File: src/rtl/modem_status_pkg.sv
package modem_status_pkg;

    localparam int SYM_W    = 2;
    localparam int FLAG_W   = SYM_W + 3;
    localparam int OVF_POS  = 4;
    localparam int CRC_POS  = 3;
    localparam int RDY_POS  = 2;

    typedef struct packed {
        logic             ovf;
        logic             crc_err;
        logic             sym_rdy;
        logic [SYM_W-1:0] sym_val;
    } stat_flags_t;

    typedef struct packed {
        logic tx;
        logic psave;
    } mode_bits_t;

    function automatic logic [FLAG_W-1:0] pack_flags(stat_flags_t f);
        logic [FLAG_W-1:0] w;
        w = '0;
        w[OVF_POS]     = f.ovf;
        w[CRC_POS]     = f.crc_err;
        w[RDY_POS]     = f.sym_rdy;
        w[SYM_W-1:0]   = f.sym_val;
        return w;
    endfunction

endpackage

File: src/rtl/mode_watch.sv
module mode_watch
    import modem_status_pkg::*;
(
    input  logic clk,
    input  logic rst,
    input  logic tx_mode,
    input  logic psave,
    output logic mode_change
);
    mode_bits_t mode_now;
    mode_bits_t mode_q;

    always_comb begin
        mode_now.tx    = tx_mode;
        mode_now.psave = psave;
    end

    always_ff @(posedge clk) begin
        mode_q <= mode_now;
    end

    assign mode_change = !rst && (mode_now != mode_q);

    // a toggle of either mode input is reported as a change
    a_r9_toggle_seen: assert property (@(posedge clk) disable iff (rst)
        (tx_mode != $past(tx_mode)) |-> mode_change);

endmodule

File: src/rtl/flag_cell.sv
module flag_cell #(
    parameter bit RD_CLEAR = 1'b1
) (
    input  logic clk,
    input  logic rst,
    input  logic evt,
    input  logic evt_val,
    input  logic rd_clr,
    input  logic hard_clr,
    input  logic force_zero,
    output logic flag_q
);
    logic flag_d;

    generate
        if (RD_CLEAR) begin : g_rd_clear
            always_comb begin
                if (hard_clr || force_zero) flag_d = 1'b0;
                else if (evt)               flag_d = evt_val;
                else if (rd_clr)            flag_d = 1'b0;
                else                        flag_d = flag_q;
            end

            // a read with no competing event clears the flag
            a_r3_read_clears: assert property (@(posedge clk) disable iff (rst)
                (rd_clr && !evt) |=> !flag_q);
            // a set that meets a read still leaves the flag set
            a_r4_set_wins: assert property (@(posedge clk) disable iff (rst)
                (rd_clr && evt && evt_val && !hard_clr && !force_zero) |=> flag_q);
        end else begin : g_rd_keep
            always_comb begin
                if (hard_clr || force_zero) flag_d = 1'b0;
                else if (evt)               flag_d = evt_val;
                else                        flag_d = flag_q;
            end

            // a read alone leaves the flag unchanged
            a_r5_read_keeps: assert property (@(posedge clk) disable iff (rst)
                (rd_clr && !evt && !hard_clr && !force_zero) |=> (flag_q == $past(flag_q)));
        end
    endgenerate

    always_ff @(posedge clk) begin
        if (rst) flag_q <= 1'b0;
        else     flag_q <= flag_d;
    end

    // a hard clear always empties the flag
    a_r8_hard_clear: assert property (@(posedge clk) disable iff (rst)
        hard_clr |=> !flag_q);

endmodule

File: src/rtl/sym_value_reg.sv
module sym_value_reg #(
    parameter int WIDTH = 2
) (
    input  logic             clk,
    input  logic             rst,
    input  logic             capture,
    input  logic [WIDTH-1:0] val_in,
    input  logic             hard_clr,
    input  logic             force_zero,
    output logic [WIDTH-1:0] val_q
);
    always_ff @(posedge clk) begin
        if (rst || hard_clr || force_zero) val_q <= '0;
        else if (capture)                  val_q <= val_in;
    end

    // a captured symbol value shows after one edge
    a_r7_capture: assert property (@(posedge clk) disable iff (rst)
        (capture && !hard_clr && !force_zero) |=> (val_q == $past(val_in)));

endmodule

File: src/rtl/modem_status_reg.sv
module modem_status_reg
    import modem_status_pkg::*;
#(
    parameter int STAT_W = 8
) (
    input  logic              clk,
    input  logic              rst,
    input  logic              tx_mode,
    input  logic              psave,
    input  logic              reset_task,
    input  logic              late_rx_task,
    input  logic              crc_done,
    input  logic              crc_bad,
    input  logic              sym_rx,
    input  logic              sym_tx,
    input  logic [SYM_W-1:0]  sym_val,
    input  logic              rd_stb,
    output logic [STAT_W-1:0] status_word,
    output logic              irq
);
    localparam int PAD_W = STAT_W - FLAG_W;

    logic        mode_change;
    logic        hard_clr;
    logic        rx_mode;
    logic        ovf_evt;
    logic        rdy_evt;
    stat_flags_t flags;

    mode_watch u_mode (
        .clk         (clk),
        .rst         (rst),
        .tx_mode     (tx_mode),
        .psave       (psave),
        .mode_change (mode_change)
    );

    assign hard_clr = reset_task || mode_change;
    assign rx_mode  = !tx_mode;
    assign ovf_evt  = late_rx_task && rx_mode;
    assign rdy_evt  = (sym_rx && rx_mode) || (sym_tx && tx_mode);

    flag_cell #(.RD_CLEAR(1'b1)) u_ovf (
        .clk(clk), .rst(rst), .evt(ovf_evt), .evt_val(1'b1), .rd_clr(rd_stb),
        .hard_clr(hard_clr), .force_zero(tx_mode), .flag_q(flags.ovf)
    );

    flag_cell #(.RD_CLEAR(1'b0)) u_crc (
        .clk(clk), .rst(rst), .evt(crc_done), .evt_val(crc_bad), .rd_clr(rd_stb),
        .hard_clr(hard_clr), .force_zero(tx_mode), .flag_q(flags.crc_err)
    );

    flag_cell #(.RD_CLEAR(1'b1)) u_rdy (
        .clk(clk), .rst(rst), .evt(rdy_evt), .evt_val(1'b1), .rd_clr(rd_stb),
        .hard_clr(hard_clr), .force_zero(1'b0), .flag_q(flags.sym_rdy)
    );

    flag_cell #(.RD_CLEAR(1'b1)) u_irq (
        .clk(clk), .rst(rst), .evt(ovf_evt), .evt_val(1'b1), .rd_clr(rd_stb),
        .hard_clr(hard_clr), .force_zero(tx_mode), .flag_q(irq)
    );

    sym_value_reg #(.WIDTH(SYM_W)) u_sval (
        .clk(clk), .rst(rst), .capture(sym_rx && rx_mode), .val_in(sym_val),
        .hard_clr(hard_clr), .force_zero(tx_mode), .val_q(flags.sym_val)
    );

    generate
        if (PAD_W > 0) begin : g_pad
            assign status_word = {{PAD_W{1'b0}}, pack_flags(flags)};
        end else begin : g_nopad
            assign status_word = pack_flags(flags);
        end
    endgenerate

    // the overflow flag never rises without the interrupt
    a_r2_irq_with_ovf: assert property (@(posedge clk) disable iff (rst)
        $rose(status_word[OVF_POS]) |-> irq);
    // receive-only fields stay zero after a transmit-mode edge
    a_r10_tx_zero: assert property (@(posedge clk) disable iff (rst)
        tx_mode |=> (status_word[OVF_POS] == 1'b0 && status_word[CRC_POS] == 1'b0
                     && status_word[SYM_W-1:0] == '0 && !irq));
    // the interrupt is held while nothing may clear it
    a_r11_irq_hold: assert property (@(posedge clk) disable iff (rst)
        (irq && !rd_stb && !reset_task && !mode_change && !tx_mode) |=> irq);
    // a mode change empties every field
    a_r9_mode_clear: assert property (@(posedge clk) disable iff (rst)
        mode_change |=> (status_word[FLAG_W-1:0] == '0 && !irq));

endmodule

File: config.mk
export PLATFORM = sky130hd
export DESIGN_NAME = modem_status_reg
export DESIGN_NICKNAME = d
export VERILOG_FILES = /design/src/rtl/modem_status_pkg.sv /design/src/rtl/mode_watch.sv /design/src/rtl/flag_cell.sv /design/src/rtl/sym_value_reg.sv /design/src/rtl/modem_status_reg.sv
export SDC_FILE = /design/constraint.sdc
export NUM_CORES = 1
export LEC_CHECK = 0
export ABC_AREA = 1
export BUFFER_PORTS_ARGS = -buffer_cell sky130_fd_sc_hd__buf_2
export CAP_MARGIN = 15
export CORE_AREA = 2 2 39 41
export CTS_CLUSTER_SIZE = 14
export DETAILED_ROUTE_END_ITERATION = 8
export DIE_AREA = 0 0 41 43
export GPL_ROUTABILITY_DRIVEN = 0
export MAX_ROUTING_LAYER = met4
export PLACE_DENSITY = 0.65
export SLEW_MARGIN = 15
export SYNTH_ARGS = -nofsm -noshare
export SYNTH_HDL_FRONTEND = slang
export SYNTH_HIERARCHICAL = 1
export SYNTH_SLANG_ARGS = --single-unit
File: constraint.sdc
create_clock -name clk -period 1 [get_ports clk]
set_input_delay 0.25 -clock clk [delete_from_list [all_inputs] [get_ports clk]]
set_output_delay 0.25 -clock clk [all_outputs]
set_load 0.03 [all_outputs]
==> qor.csv <==
metric,value,unit
outcome,"complete, but fails checks",
failing checks,negative setup slack,
Synthesis Warnings,6,
die width,41,um
critical path launch point type,flip-flop,
largest net degree at the start of global routing,9,
row count,14,
Yosys reg bits,8,
WP buf/inv,1,
total grt overflow,0,
n_diodes,0,
"Clk pin slew, worst setup/hold paths",0.06,ns
"Clk Latency, worst-skew pair",0.25,ns
leading area contributor after synthesis,dfxtp_1,
violation count after the first detailed-routing iteration,1,
CP peak stage delay,0.32,ns
Cells after Synth,81,
power density over the cells,1090,nW/um^2
CTS Hold Bufs,0,
critical path required time,1.19,ns
DP HPWL,680,um
minimum clock period,1.08,ns
Root Driver,clkbuf_4,
FILL cells,153,
io pins,22,
routed wire length,832,um
H-tree level count,1,
"Seq/Total Area, Yosys",34.6,%
Worst Hold Class,primary input to flip-flop,
share of the synthesized area in the top cell type,34.6,%
Final Max Tran Viols,0,
CTS sink cnt,8,
hold slack final,0.121,ns
FMAX,923,MHz
drt wl/cell,6.82,um
fin worst setup slack,-0.0833,ns
Clock Skew,0.00583,ns
CTS tree,built,
postcts setup bufs,0,
layout cells sized above 1,32.1,%
Core Box Area,1380,um^2
Final #Nets,121,
crit-path most repeated cell,nand2_1,
Die Area,1760,um^2
Area after DPL,584,um^2
Starting Density,33.5,%
die height,43,um
"Distinct cells, synth",11,
Vias/cell,4.02,
Final Hold Vio Count,0,
Setup Viol. Count Final,6,
vias,491,
post-synthesis area per instance,5.72,um^2
TNS Setup,-0.442,ns
Leakage Power,0.424,nW
All-Layer GR Usage,12.9,%
Pre-antenna DRT Iters,2,
IO Port Bufs,18,
vias in the first global route,435,
Final Cell Area,657,um^2
final worst path period share,108,%
Synth area leaders,"dfxtp_1, inv_1, nand2_1, nor2_1, buf_4",
RSZ-0062 raised after global routing,yes,
CP Class,flip-flop to flip-flop,
CP endpoint kind,flip-flop,
CP max FO,5,
Crit path arrival time,1.27,ns
first-pass GRT wire length,1490,um
Clock Path Buffers,2,
CP max-delay cell,dfxtp_2,
max-cap violations,0,
CP cell instances,inv_2 -> nand2_1 -> nand2_1 -> a21oi_2 -> or2_4 -> nor2_2 -> nand2_1 -> nor2_1,
drt drc,0,
Post-DRT Antenna Nets,0,
initial antenna violation count,0,
netlist area before placement,463,um^2
total CTS buffers,3,
Layout area overhead,41.9,%
Max VDD drop,0.623,mV
cell family with most CP delay,simple AND/OR/NAND/NOR gates,
[cells by family (layout without fill, tap and decap cells)]
logic type / count (synthesis) / after routing / share of synthesized area [%]
simple gates: 39 / 39 / 33.5
buf+inv: 28 / 48 / 25.1
flops: 8 / 8 / 34.6
compound gates: 4 / 4 / 5.13
other cells: 2 / 7 / 1.62
[layout make-up]
type | count | area [um^2] | share of cell area, %
sequential | 8 | 168 | 25.5
inverter | 25 | 93.8 | 14.3
clock buffer | 3 | 22.5 | 3.43
timing repair buffer | 20 | 143 | 21.7
multi-input combinational | 50 | 210 | 32.0
tap | 16 | 20.0 | 3.05
[cell usage after synthesis]
cell     instances
a21oi_2          1
nand3_1          3
a21oi_1          3
dfxtp_1          8
or2_1            1
nand2_1         18
inv_1           25
nand2_2          1
conb_1           2
buf_4            3
nor2_1          16
[routing by layer]
metal  part of all wire [%]  global-route usage [%]  vias to the layer above
met5                      0                       -                        -
met4                    2.8                    10.0                        0
met3                    8.4                    3.14                        4
met2                     44                    18.4                       16
met1                     44                    14.7                      203
li1                       -                       -                      268
[per-stage QoR]
stage	power (mW)	setup slack, ns	std cells	util (%)
floorplan	0.424	-0.0117	86	-
detailed placement	0.464	-0.203	119	42.2
global route	0.773	-0.175	122	47.5
global placement	0.461	-0.174	119	42.2
CTS	0.726	-0.0960	122	45.7
finish	0.716	-0.0833	122	47.5
[power by group]
group	switching [mW]	internal, mW
logic	0.0802	0.0552
clock network	0.112	0.138
registers	0.00417	0.327
[repair_timing]
action	CTS	global route
pin swaps	2	2
setup endpoints to repair	12	12
resized for setup	11	10
[placed cells by master (no fill, tap or decap)]
master and n:
buf_2 12, clkbuf_4 3, nand3_1 3, conb_1 7, nand2_2 1, inv_1 24
nor2_1 15, inv_2 1, dfxtp_2 6, a21oi_1 3, nor2_2 1, nand2_1 18
dfxtp_1 2, buf_4 2, a21oi_2 1, buf_6 6, or2_4 1
[sequential cells by signal, indices dropped and copies added (netlist names)]
name / cells
u_sval/val_q: 2
u_mode/mode_q: 2
u_irq/flag_q: 1
u_crc/flag_q: 1
u_rdy/flag_q: 1
u_ovf/flag_q: 1
[final timing paths]
path / from / end / slack (ns) / cells after the start
max: u_mode/mode_q[1] / u_sval/val_q[0] / -0.08 / 8
max reg2reg: u_mode/mode_q[1] / u_sval/val_q[0] / -0.08 / 8
min: psave / u_mode/mode_q[0] / 0.12 / 1
min reg2reg: u_rdy/flag_q / u_rdy/flag_q / 0.51 / 2
Power figures use the tool's default switching activity.
